`src/rtl/spi_port_pkg.sv`:
```
package spi_port_pkg;

    localparam int DATA_W = 8;
    localparam int ADDR_W = 2;

    typedef enum logic [ADDR_W-1:0] {
        SEL_DATA = 2'd0,
        SEL_CTRL = 2'd1,
        SEL_DIV  = 2'd2,
        SEL_STAT = 2'd3
    } reg_sel_e;

    typedef struct packed {
        logic collide;
        logic done;
    } port_status_t;

    // Bit that goes out first for the chosen order.
    function automatic logic out_bit(input logic [DATA_W-1:0] v, input logic lsb_first);
        return lsb_first ? v[0] : v[DATA_W-1];
    endfunction

    // One shift step: the sent bit leaves, the received bit enters at the far end.
    function automatic logic [DATA_W-1:0] shift_step(input logic [DATA_W-1:0] v,
                                                      input logic lsb_first,
                                                      input logic in_bit);
        return lsb_first ? {in_bit, v[DATA_W-1:1]} : {v[DATA_W-2:0], in_bit};
    endfunction

endpackage

```
`src/rtl/spi_baud_gen.sv`:
```
module spi_baud_gen #(
    parameter int DIV_W = 8
) (
    input  logic             clk,
    input  logic             rst,
    input  logic             run,
    input  logic [DIV_W-1:0] divisor,
    output logic             tick
);
    logic [DIV_W-1:0] cnt_q;

    assign tick = run && (cnt_q >= divisor);

    always_ff @(posedge clk) begin
        if (rst || !run || tick) begin
            cnt_q <= '0;
        end else begin
            cnt_q <= cnt_q + 1'b1;
        end
    end

    // between ticks the half-period counter advances by one each cycle
    a_r9_count_step: assert property (@(posedge clk) disable iff (rst)
        (run && $past(run) && !$past(tick)) |-> (cnt_q == $past(cnt_q) + 1'b1));

endmodule

```
`src/rtl/spi_shift_engine.sv`:
```
module spi_shift_engine
    import spi_port_pkg::*;
(
    input  logic              clk,
    input  logic              rst,
    input  logic              start,
    input  logic [DATA_W-1:0] load_val,
    input  logic              lsb_sel,
    input  logic              tick,
    input  logic              miso,
    output logic              sclk,
    output logic              ss_n,
    output logic              mosi,
    output logic              busy,
    output logic              done_pulse,
    output logic [DATA_W-1:0] shreg
);
    localparam int CNT_W = $clog2(DATA_W);
    localparam logic [CNT_W-1:0] LAST_BIT = CNT_W'(DATA_W - 1);

    logic [DATA_W-1:0] shreg_q;
    logic [CNT_W-1:0]  bit_q;
    logic              sclk_q;
    logic              busy_q;
    logic              lsb_q;
    logic              sample_q;

    assign done_pulse = busy_q && tick && sclk_q && (bit_q == LAST_BIT);

    always_ff @(posedge clk) begin
        if (rst) begin
            shreg_q  <= '0;
            bit_q    <= '0;
            sclk_q   <= 1'b0;
            busy_q   <= 1'b0;
            lsb_q    <= 1'b0;
            sample_q <= 1'b0;
        end else if (start) begin
            shreg_q <= load_val;
            busy_q  <= 1'b1;
            lsb_q   <= lsb_sel;
            bit_q   <= '0;
            sclk_q  <= 1'b0;
        end else if (busy_q && tick) begin
            if (!sclk_q) begin
                sclk_q   <= 1'b1;
                sample_q <= miso;
            end else begin
                sclk_q  <= 1'b0;
                shreg_q <= shift_step(shreg_q, lsb_q, sample_q);
                bit_q   <= bit_q + 1'b1;
                if (bit_q == LAST_BIT) begin
                    busy_q <= 1'b0;
                end
            end
        end
    end

    assign sclk  = sclk_q;
    assign ss_n  = !busy_q;
    assign busy  = busy_q;
    assign shreg = shreg_q;
    assign mosi  = out_bit(shreg_q, lsb_q);

    // clock rests low outside a frame
    a_r3_idle_low: assert property (@(posedge clk) disable iff (rst)
        ss_n |-> !sclk);

    // inside a frame MOSI moves only with a falling clock
    a_r4_mosi_on_fall: assert property (@(posedge clk) disable iff (rst)
        (!ss_n && !$past(ss_n) && !$fell(sclk)) |-> $stable(mosi));

    // a frame closes on the last falling clock edge
    a_r2_frame_end: assert property (@(posedge clk) disable iff (rst)
        $rose(ss_n) |-> $fell(sclk));

endmodule

```
`src/rtl/spi_reg_file.sv`:
```
module spi_reg_file
    import spi_port_pkg::*;
#(
    parameter int DIV_W       = 8,
    parameter int DEFAULT_DIV = 3
) (
    input  logic              clk,
    input  logic              rst,
    input  logic              wr,
    input  logic              rd,
    input  logic [ADDR_W-1:0] addr,
    input  logic [DATA_W-1:0] wdata,
    input  logic [DATA_W-1:0] shreg,
    input  logic              busy,
    input  logic              done_pulse,
    output logic              start,
    output logic              lsb_first,
    output logic [DIV_W-1:0]  divisor,
    output logic [DATA_W-1:0] rdata
);
    reg_sel_e     sel;
    port_status_t stat_q;
    logic         lsb_q;
    logic [DIV_W-1:0] div_q;
    logic         wr_data;
    logic         rd_data;

    assign sel     = reg_sel_e'(addr);
    assign wr_data = wr && (sel == SEL_DATA);
    assign rd_data = rd && (sel == SEL_DATA);
    assign start   = wr_data && !busy;

    always_ff @(posedge clk) begin
        if (rst) begin
            lsb_q  <= 1'b0;
            div_q  <= DIV_W'(DEFAULT_DIV);
            stat_q <= '0;
        end else begin
            if (wr && sel == SEL_CTRL) lsb_q <= wdata[0];
            if (wr && sel == SEL_DIV)  div_q <= wdata[DIV_W-1:0];
            if (rd_data) begin
                stat_q.done    <= 1'b0;
                stat_q.collide <= 1'b0;
            end
            if (done_pulse)      stat_q.done    <= 1'b1;
            if (wr_data && busy) stat_q.collide <= 1'b1;
        end
    end

    always_comb begin
        case (sel)
            SEL_DATA: rdata = shreg;
            SEL_CTRL: rdata = DATA_W'(lsb_q);
            SEL_DIV:  rdata = DATA_W'(div_q);
            default:  rdata = DATA_W'(stat_q);
        endcase
    end

    assign lsb_first = lsb_q;
    assign divisor   = div_q;

    // completion raises the done flag
    a_r7_done_set: assert property (@(posedge clk) disable iff (rst)
        done_pulse |=> stat_q.done);

    // a data read with no completion leaves done clear
    a_r7_done_clear: assert property (@(posedge clk) disable iff (rst)
        (rd_data && !done_pulse) |=> !stat_q.done);

    // a data write while busy flags a collision
    a_r8_collide_set: assert property (@(posedge clk) disable iff (rst)
        (wr_data && busy) |=> stat_q.collide);

endmodule

```
`src/rtl/spi_shift_port.sv`:
```
module spi_shift_port
    import spi_port_pkg::*;
#(
    parameter int DIV_W       = 8,
    parameter int DEFAULT_DIV = 3
) (
    input  logic              clk,
    input  logic              rst,
    input  logic              reg_wr,
    input  logic              reg_rd,
    input  logic [ADDR_W-1:0] reg_addr,
    input  logic [DATA_W-1:0] reg_wdata,
    output logic [DATA_W-1:0] reg_rdata,
    output logic              spi_sclk,
    output logic              spi_mosi,
    input  logic              spi_miso,
    output logic              spi_ss_n
);
    logic              start;
    logic              lsb_first;
    logic [DIV_W-1:0]  divisor;
    logic              tick;
    logic              busy;
    logic              done_pulse;
    logic [DATA_W-1:0] shreg;

    spi_reg_file #(.DIV_W(DIV_W), .DEFAULT_DIV(DEFAULT_DIV)) u_regs (
        .clk(clk), .rst(rst), .wr(reg_wr), .rd(reg_rd), .addr(reg_addr),
        .wdata(reg_wdata), .shreg(shreg), .busy(busy), .done_pulse(done_pulse),
        .start(start), .lsb_first(lsb_first), .divisor(divisor), .rdata(reg_rdata)
    );

    spi_baud_gen #(.DIV_W(DIV_W)) u_baud (
        .clk(clk), .rst(rst), .run(busy), .divisor(divisor), .tick(tick)
    );

    spi_shift_engine u_shift (
        .clk(clk), .rst(rst), .start(start), .load_val(reg_wdata),
        .lsb_sel(lsb_first), .tick(tick), .miso(spi_miso), .sclk(spi_sclk),
        .ss_n(spi_ss_n), .mosi(spi_mosi), .busy(busy), .done_pulse(done_pulse),
        .shreg(shreg)
    );

endmodule

```
`config.mk`:
```
export PLATFORM = sky130hd
export DESIGN_NAME = spi_shift_port
export DESIGN_NICKNAME = d
export VERILOG_FILES = /design/src/rtl/spi_port_pkg.sv /design/src/rtl/spi_baud_gen.sv /design/src/rtl/spi_shift_engine.sv /design/src/rtl/spi_reg_file.sv /design/src/rtl/spi_shift_port.sv
export SDC_FILE = /design/constraint.sdc
export NUM_CORES = 1
export LEC_CHECK = 0
export ABC_AREA = 1
export BUFFER_PORTS_ARGS = -buffer_cell sky130_fd_sc_hd__buf_2
export CAP_MARGIN = 10
export CORE_MARGIN = 3
export CORE_UTILIZATION = 35
export DETAILED_ROUTE_END_ITERATION = 8
export SYNTH_ARGS = -nofsm -noshare
export SYNTH_HDL_FRONTEND = slang
export SYNTH_SLANG_ARGS = --single-unit
```
`constraint.sdc`:
```
create_clock -name clk -period 3.24 [get_ports clk]
set_input_delay 0.648 -clock clk [delete_from_list [all_inputs] [get_ports clk]]
set_output_delay 0.648 -clock clk [all_outputs]
set_load 0.005 [all_outputs]
```
==> results by group, run 1 <==
Timing
  • Slew margin rel.: 0.558
  • Fin crit period: 2.17 ns
  • Final Hold Fails: 0
  • Setup Skew: 0.00775 ns
  • Final setup fails: 0
  • Final cycle utilization of the critical path: 0.669
  • Final setup margin: 1.07 ns
  • RSZ-0062 raised after global routing: no
  • TNS Setup: 0 ns
  • Fmax achieved: 462 MHz
  • Worst Tran Pin Value: 0.662 ns
  • Slew Limit Fails: 0

Routing
  • Met3 wire length: 236 µm
  • Met1 WL: 2200 µm
  • Post-Route WL: 4350 µm
  • Via-to-Cell Ratio: 4.81
  • DR WL/cell: 11.5 µm
  • Wire length on met2: 1880 µm
  • DRC viols: 0
  • Post-DRT Antenna Nets: 0
  • Initial DRC Count: 62
  • Vias: 1812
  • Top sig layer: met4
  • Drt first pass iters: 5

Synthesis
  • Synthesized instance count: 281
  • Yosys top cell area share: 0.353
  • Yosys top cell by area: dfxtp_1
  • YS warnings: 0
  • Synth area leaders: dfxtp_1 (35%), nand2_1 (14%), ha_1 (7.1%)
  • Share of the yosys chip area belonging to registers: 0.353
  • Synth Register Bits: 34
  • Syn_area_per_cell: 6.87 µm²
  • Synthesized net count: 307
  • Post-synthesis cell area: 1930 µm²
  • Synth cell types: 29

Global route
  • Total GRT Usage: 0.148
  • First-pass GRT wire length: 7590 µm
  • Pin count of the biggest net entering global routing: 21
  • Grt ovf: 0
  • Number of global-route vias before repair: 1707
  • Initial antenna violation count: 0

Power and ir drop
  • Leakage: 0.988 nW
  • Peak supply drop: 259 µV
  • Power Density: 399 nW/µm²

Floorplanning
  • Core ar.: 5200 µm²
  • Rows: 26
  • Die area: 6440 µm²
  • Io pins: 26
  • Die height: 80.3 µm
  • Die Wd: 80.3 µm
  • Initial core utilization: 0.371

CTS
  • CTS Buf Count: 5
  • CTS tree: done
  • Latest clock arrival within the worst-skew pair: 0.28 ns
  • Clk buf depth: 2
  • Hold_buf cts: 0
  • Post-CTS Setup Bufs: 0
  • CTS sink cnt: 34
  • H-tree depth: 2
  • Resized cells post-CTS: 0
  • Clock slew at reported path FFs: 0.07 ns
  • Clock root buffer master: clkbuf_8

Hold path
  • Worst hold path class: flop to flop

Final layout
  • Multi-input logic area: 1050 µm²
  • Area growth, synth to finish: 13.3%
  • Final layout net count: 332
  • Share of cells above drive strength 1: 0.160
  • Post-route core utilization: 0.420
  • Post-layout instance area: 2190 µm²
  • Post-route insts no fill: 377
  • # diodes: 0
  • Number of fillers in the final layout: 574
  • Register area: 681 µm²

Setup path
  • CP Class: primary input to output port
  • Worst setup EP type: output port
  • Critical Path Start Type: primary input
  • WP data required: 2.59 ns
  • WP data arrival: 1.52 ns
  • Crit Path Max Fanout: 7

Placement
  • Placement Cell Area: 2100 µm²
  • Inst Count DP: 369
  • IO buf count: 25
  • Setup Slack @ Placement: 1.09 ns
  • Gpl congestion: 0.783
  • Post-DP HPWL: 3410 µm

Status
  • Status: complete, no violations

Job
  • Max-cap violations: 0
[metal layers]
| layer | vias to the layer above | global-route usage |
|---|---|---|
| li1 | 957 | - |
| met1 | 805 | 0.207 |
| met2 | 46 | 0.228 |
| met3 | 4 | 0.0325 |
| met4 | 0 | 0.0405 |
| met5 | - | 0 |
[worst max-delay path, stage by stage]
cell      delay, ns
buf_2          0.14
nor2_4         0.18
inv_1          0.17
o221ai_1       0.23
buf_2          0.15
[layout make-up]
cell class | count | share of cell area
multi-input combinational | 199 | 0.479
sequential | 34 | 0.311
inverter | 41 | 0.0704
timing repair buffer | 25 | 0.0572
tap | 70 | 0.0400
clock buffer | 7 | 0.0395
clock inverter | 1 | 0.00229
[where the power goes]
group          internal [mW]  total [mW]  switching, mW
Combinational         0.0372       0.107         0.0699
Sequential             0.431       0.442         0.0113
Clock                  0.172       0.324          0.153
[Yosys cell counts (all sizes together)]
cell type  instances
o31ai              1
nand4             14
o221ai             1
ha                11
o211ai             1
nand2             78
nand3             11
a21oi             14
dfxtp             34
xnor2              1
buf                5
a21o               2
o22ai              6
nor2              36
xor2               3
o21ai             18
clkbuf             2
nor3b              1
inv               41
nor3               1
[layout by cell type, fill, tap and decap left out, types with 2 or more instances in the layout]
| cell type | netlist | final |
|---|---|---|
| nand4_1 | 14 | 14 |
| o21ai_0 | 15 | 15 |
| inv_1 | 36 | 36 |
| nand2_2 | 4 | 4 |
| nor2_4 | 2 | 2 |
| inv_2 | 5 | 5 |
| a21oi_1 | 14 | 14 |
| nand3_1 | 9 | 9 |
| nor2_1 | 33 | 33 |
| nand2_1 | 74 | 74 |
| ha_1 | 11 | 11 |
| clkbuf_8 | 0 | 6 |
| o22ai_1 | 6 | 6 |
| buf_2 | 2 | 25 |
| dfxtp_1 | 34 | 34 |
| o21ai_2 | 3 | 3 |
| a21o_1 | 2 | 2 |
| xor2_1 | 3 | 3 |
[stage by stage]
stage | power (mW) | hold slack [ns]
6_report | 0.874 | 0.468
3_3_place_gp | 0.557 | 0.443
3_5_place_dp | 0.559 | 0.459
5_1_grt | 0.915 | 0.494
4_1_cts | 0.885 | 0.472
2_1_floorplan | 0.523 | 0.430
[flip-flops by register name, indices dropped and copies added (netlist names)]
| name | flops |
|---|---|
| u_shift.lsb_q | 1 |
| u_regs.lsb_first | 1 |
| u_shift.sample_q | 1 |
| u_shift.shreg | 8 |
| u_baud.cnt_q | 8 |
| u_shift.busy | 1 |
| u_shift.sclk | 1 |
| u_shift.bit_q | 3 |
| u_regs.stat_q | 2 |
| u_regs.divisor | 8 |
[cell families (layout without fill, tap and decap cells)]
kind of cell | count (synthesis) | after routing | synth area share
simple gates | 141 | 141 | 0.325
fa+ha+maj | 11 | 11 | 0.0713
xor+xnor | 4 | 4 | 0.0181
buf+inv | 48 | 74 | 0.104
compound gates | 43 | 43 | 0.128
flops | 34 | 34 | 0.353
[final timing paths]
path	start	to	slack, ns	cells after the start
worst max-delay path	reg_addr[1]	reg_rdata[1]	1.07	5
worst min-delay path	u_baud.cnt_q[0]$_SDFF_PP0_	u_baud.cnt_q[0]$_SDFF_PP0_	0.47	1
worst max register to register	u_regs.divisor[5]$_SDFFE_PP0P_	u_baud.cnt_q[4]$_SDFF_PP0_	1.45	9
worst min register to register	u_baud.cnt_q[0]$_SDFF_PP0_	u_baud.cnt_q[0]$_SDFF_PP0_	0.47	1
(Power assumes the default switching activity.)
==> run 2, diff against run 1 <==
- clock period: 3.24 -> 2.1 ns (I/O delays scaled with it)
==> run 2 against run 1 <==
  * Clock skew is 0.0026 ns lower
  * Clock power up 73%
  * Via count down 0.22%
  * Final area increased by 1.2%
  * Largest power group unchanged
  * Register-to-register slack worse by 1.1 ns
  * Worst setup slack lost 0.72 ns
  * Die area did not move
  * Power grew 62%
  * Routed wire length up 2.6%
  * Sequential share of layout area is 0.37 points lower
  * Worst hold slack got worse by 0.11 ns
==> results by group, run 2 (synthesis gave the netlist of run 1 again) <==
CTS
  • Hold_buf cts: 0
  • CTS tree: done
  • Clock slew at reported path FFs: 0.07 ns
  • Clk buf depth: 2
  • Resized cells post-CTS: 0
  • Latest clock arrival within the worst-skew pair: 0.28 ns
  • CTS Buf Count: 5
  • CTS sink cnt: 34
  • Clock root buffer master: clkbuf_8
  • Post-CTS Setup Bufs: 0
  • H-tree depth: 2

Final layout
  • Post-route core utilization: 0.425
  • Area growth, synth to finish: 14.6%
  • Highest-count cells in the layout ignoring fill and taps: nand2_1 (74), inv_1 (36), dfxtp_1 (34)
  • Final layout net count: 333
  • Number of fillers in the final layout: 548
  • # diodes: 0
  • Most common cell after layout, fill and taps aside: nand2_1
  • Post-route insts no fill: 378
  • Share of cells above drive strength 1: 0.166

Floorplanning
  • Initial core utilization: 0.371
  • Io pins: 26
  • Die height: 80.3 µm
  • Die Wd: 80.3 µm
  • Rows: 26
  • Die area: 6440 µm²
  • Core ar.: 5200 µm²

Timing
  • Final hold slack: 0.357 ns
  • TNS Setup: 0 ns
  • Slew Limit Fails: 0
  • Worst Tran Pin Value: 0.457 ns
  • RSZ-0062 raised after global routing: no
  • Final cycle utilization of the critical path: 0.832
  • Fin crit period: 1.75 ns
  • Fmax achieved: 572 MHz
  • Setup Skew: 0.00512 ns
  • Slew margin rel.: 0.695
  • Final Hold Fails: 0
  • Final setup fails: 0

Placement
  • IO buf count: 25
  • Gpl congestion: 0.846
  • Post-DP HPWL: 3460 µm
  • Inst Count DP: 370

Routing
  • DRC viols: 0
  • Drt first pass iters: 4
  • DR WL/cell: 11.8 µm
  • Initial DRC Count: 94
  • Post-DRT Antenna Nets: 0
  • Vias: 1808
  • Via-to-Cell Ratio: 4.78
  • Post-Route WL: 4460 µm

Setup path
  • Worst setup EP type: flop
  • WP data arrival: 1.93 ns
  • Critical Path Start Type: flop
  • Crit Path Max Fanout: 8
  • WP data required: 2.28 ns
  • CP Class: flop to flop

Global route
  • Initial antenna violation count: 0
  • First-pass GRT wire length: 7580 µm
  • GRT met1 Usage: 0.199
  • Pin count of the biggest net entering global routing: 20
  • Grt ovf: 0
  • Total GRT Usage: 0.151
  • Most Crowded Layer GR: met2
  • Met3 GRT Util: 0.0348
  • M2 GR Usage: 0.240
  • Number of global-route vias before repair: 1669

Power and ir drop
  • Pwr Total: 1.41 mW
  • Leakage: 1.00 nW
  • Power Density: 638 nW/µm²
  • Peak supply drop: 332 µV

Hold path
  • Worst hold path class: primary input to flop

Job
  • Max-cap violations: 0

Status
  • Status: complete, no violations
## run 2: worst max-delay path, cell delays in order, from the launching register on
cell,delay [ns]
dfxtp_1,0.40
ha_1,0.27
a21oi_1,0.15
nor2_1,0.05
nor2_1,0.19
nand2_2,0.15
nand3_2,0.13
nand2_2,0.12
nor2_1,0.12
nor2_1,0.05
## run 2: cell type report
class                      instances  area, µm²  share of cell area
clock buffer                       8        110              0.0497
tap                               70       87.6              0.0396
inverter                          41        154              0.0695
timing repair buffer              26        133              0.0599
multi-input combinational        199       1050               0.474
sequential                        34        681               0.308
## run 2: per-stage QoR
stage	instance area (µm²)	setup WS, ns
2_1_floorplan	1930	0.622
3_3_place_gp	2100	0.405
3_5_place_dp	2100	0.359
4_1_cts	2210	0.342
5_1_grt	2210	0.146
6_report	2210	0.352
## run 2: final timing paths
check / slack, ns / endpoint / cells past startpoint / from
setup / recovery: 0.35 / u_shift.shreg[4]$_SDFFE_PP0P_ / 9 / u_baud.cnt_q[5]$_SDFF_PP0_
hold / removal: 0.36 / u_shift.sample_q$_SDFFE_PP0P_ / 3 / spi_miso
setup reg to reg: 0.35 / u_shift.shreg[4]$_SDFFE_PP0P_ / 9 / u_baud.cnt_q[5]$_SDFF_PP0_
hold reg to reg: 0.48 / u_regs.stat_q[0]$_SDFFE_PP0P_ / 2 / u_regs.stat_q[0]$_SDFFE_PP0P_
## run 2: routing by layer
| layer | wire, µm | up-vias | part of all wire |
|---|---|---|---|
| li1 | - | 963 | - |
| met1 | 2230 | 796 | 0.50 |
| met2 | 1910 | 44 | 0.43 |
| met3 | 251 | 5 | 0.056 |
| met4 | 64 | 0 | 0.014 |
| met5 | 0 | - | 0 |
## run 2: power by group
| group | leakage, nW | switching [mW] | internal (mW) |
|---|---|---|---|
| clock network | 0.0575 | 0.231 | 0.331 |
| logic | 0.669 | 0.108 | 0.0584 |
| registers | 0.276 | 0.0181 | 0.665 |
| total | 1.00 | 0.357 | 1.05 |
==> run 3, diff against run 2 <==
- clock period: 2.1 -> 1.71 ns (I/O delays scaled with it)
==> run 3 against run 2 <==
  * Register-to-register slack worse by 0.26 ns
  * Critical path depth stayed put
  * Via count grew 0.28%
  * Maximum frequency grew 8.3%
  * Clock power is 1% lower
  * Non-clock buffer count is 6 higher
  * First-iteration DRC count is 11% lower
  * Die area unchanged
  * Clock-buffer cell count down 1
  * Sequential power up 22%
  * Critical path type unchanged
  * Worst hold slack got worse by 0.067 ns
==> results by group, run 3 (synthesis gave the netlist of run 1 again) <==
Timing
  • Final setup fails: 0
  • Fmax achieved: 620 MHz
  • Final setup margin: 0.0962 ns
  • Final cycle utilization of the critical path: 0.944
  • Setup Skew: 0.00361 ns
  • Final Hold Fails: 0
  • Worst Tran Pin Value: 0.322 ns
  • Fin crit period: 1.61 ns
  • Slew margin rel.: 0.785
  • Slew Limit Fails: 0

Power and ir drop
  • Peak supply drop: 299 µV
  • Power Density: 700 nW/µm²
  • Internal: 1.18 mW
  • Pwr Total: 1.62 mW
  • Sw frac: 0.271
  • Leakage: 1.03 nW
  • Part of the power in combinational logic: 0.143
  • Clock Power Share: 0.343
  • Psw: 0.440 mW
  • Flop pwr share: 0.514

Global route
  • Number of global-route vias before repair: 1664
  • Pin count of the biggest net entering global routing: 18
  • Initial antenna violation count: 0
  • GRT met1 Usage: 0.220
  • Met3 GRT Util: 0.0325
  • Grt ovf: 0
  • Most Crowded Layer GR: met2
  • Total GRT Usage: 0.156
  • M2 GR Usage: 0.233
  • First-pass GRT wire length: 7750 µm

Setup path
  • Worst R2R Setup Slack: 0.1 ns
  • Most Frequent Cell on Critical Path: nor2_1
  • CP Class: flop to flop
  • Crit-path cells: ha_4, a21oi_2, nor2_1, nor2_2, nand2_4, nand3_4, nand2_8, nor2_1, nor2_1
  • R2R depth: 9
  • Critical Path Start: u_baud.cnt_q[5]$_SDFF_PP0_
  • Critical Path Start Type: flop
  • CP peak stage delay: 0.45 ns
  • Critical R2R Capture: u_shift.shreg[2]$_SDFFE_PP0P_
  • Worst setup EP type: flop
  • Critical Path End: u_shift.shreg[2]$_SDFFE_PP0P_
  • Slowest CP cell: dfxtp_1
  • WP data arrival: 1.80 ns
  • Reg2Reg Launch Point: u_baud.cnt_q[5]$_SDFF_PP0_
  • Crit Path Max Fanout: 8
  • WP data required: 1.90 ns

Routing
  • Post-DRT Antenna Nets: 0
  • Via-to-Cell Ratio: 4.73
  • Post-Route WL: 4620 µm
  • Initial DRC Count: 84
  • Drt first pass iters: 4
  • DRC viols: 0
  • Vias: 1813
  • DR WL/cell: 12.1 µm

Placement
  • IO buf count: 25
  • Placement Cell Area: 2130 µm²
  • Setup Slack @ Placement: 0.0334 ns
  • Gpl congestion: 0.799
  • Post-DP HPWL: 3580 µm
  • Inst Count DP: 374

CTS
  • CTS Buf Count: 5
  • Latest clock arrival within the worst-skew pair: 0.29 ns
  • Clock root buffer master: clkbuf_8
  • H-tree depth: 2
  • Clock slew at reported path FFs: 0.07 ns
  • Clk buf depth: 2
  • CTS sink cnt: 34
  • CTS tree: done

Status
  • Status: complete, no violations

Floorplanning
  • Io pins: 26
  • Initial core utilization: 0.371
  • Die area: 6440 µm²
  • Rows: 26
  • Core ar.: 5200 µm²
  • Die height: 80.3 µm
  • Die Wd: 80.3 µm

Final layout
  • Share of cells above drive strength 1: 0.211
  • Post-layout instance area: 2320 µm²
  • Highest-count cells in the layout ignoring fill and taps: nand2_1 (72), inv_1 (36), dfxtp_1 (33)
  • Post-route core utilization: 0.445
  • Most common cell after layout, fill and taps aside: nand2_1
  • Final layout net count: 339
  • Post-route insts no fill: 383
  • # diodes: 0
  • Area growth, synth to finish: 20.0%

Hold path
  • Hold depth: 3
  • Worst hold path class: primary input to flop

Job
  • Max-cap violations: 0
run 3: worst min-delay path by stage:
stage	start	end	slack (ns)
after floorplan	rst	u_regs.lsb_first$_SDFFE_PP0P_	0.41
after global placement	u_regs.stat_q[0]$_SDFFE_PP0P_	u_regs.stat_q[0]$_SDFFE_PP0P_	0.46
after detailed placement	u_regs.stat_q[0]$_SDFFE_PP0P_	u_regs.stat_q[0]$_SDFFE_PP0P_	0.47
after CTS	spi_miso	u_shift.sample_q$_SDFFE_PP0P_	0.28
after global routing	spi_miso	u_shift.sample_q$_SDFFE_PP0P_	0.32
final	spi_miso	u_shift.sample_q$_SDFFE_PP0P_	0.29
run 3: per-stage QoR:
| stage | setup TNS, ns | hold WS, ns |
|---|---|---|
| 2_1_floorplan | 0 | 0.411 |
| 3_3_place_gp | 0 | 0.457 |
| 3_5_place_dp | 0 | 0.467 |
| 4_1_cts | 0 | 0.285 |
| 5_1_grt | -0.0526 | 0.315 |
| 6_report | 0 | 0.290 |
run 3: area by class of cell:
class | count | area [µm²]
Multi-Input combinational cell | 199 | 1140
Clock buffer | 7 | 76.3
Inverter | 41 | 154
Tap cell | 70 | 87.6
Fill cell | 595 | 2890
Sequential cell | 34 | 682
Timing Repair Buffer | 32 | 178
run 3: per-layer routing:
metal,up-vias,part of all wire
met3,7,0.063
li1,971,-
met2,44,0.44
met1,791,0.48
met5,-,0
met4,0,0.014
run 3: power groups by stage:
stage,combinational [mW],sequential (mW),clock [mW]
2_1_floorplan,0.146,0.845,0
3_3_place_gp,0.216,0.850,0
3_5_place_dp,0.219,0.850,0
4_1_cts,0.220,0.832,0.575
5_1_grt,0.263,0.835,0.601
6_report,0.231,0.833,0.556
run 3: critical path: cells and delay by family (launching register included):
| kind | cells | cell delay [ns] |
|---|---|---|
| AOI/OAI and AO/OA | 1 | 0.12 |
| adders and majority gates | 1 | 0.24 |
| DFF | 1 | 0.45 |
| and+or+nand+nor | 7 | 0.71 |
run 3: what timing repair did:
| item | in CTS | in global routing |
|---|---|---|
| buffers inserted | 0 | 2 |
| gates resized for setup | 0 | 18 |
| endpoints found under the setup margin | 0 | 22 |
| hold buffers | 0 | 0 |
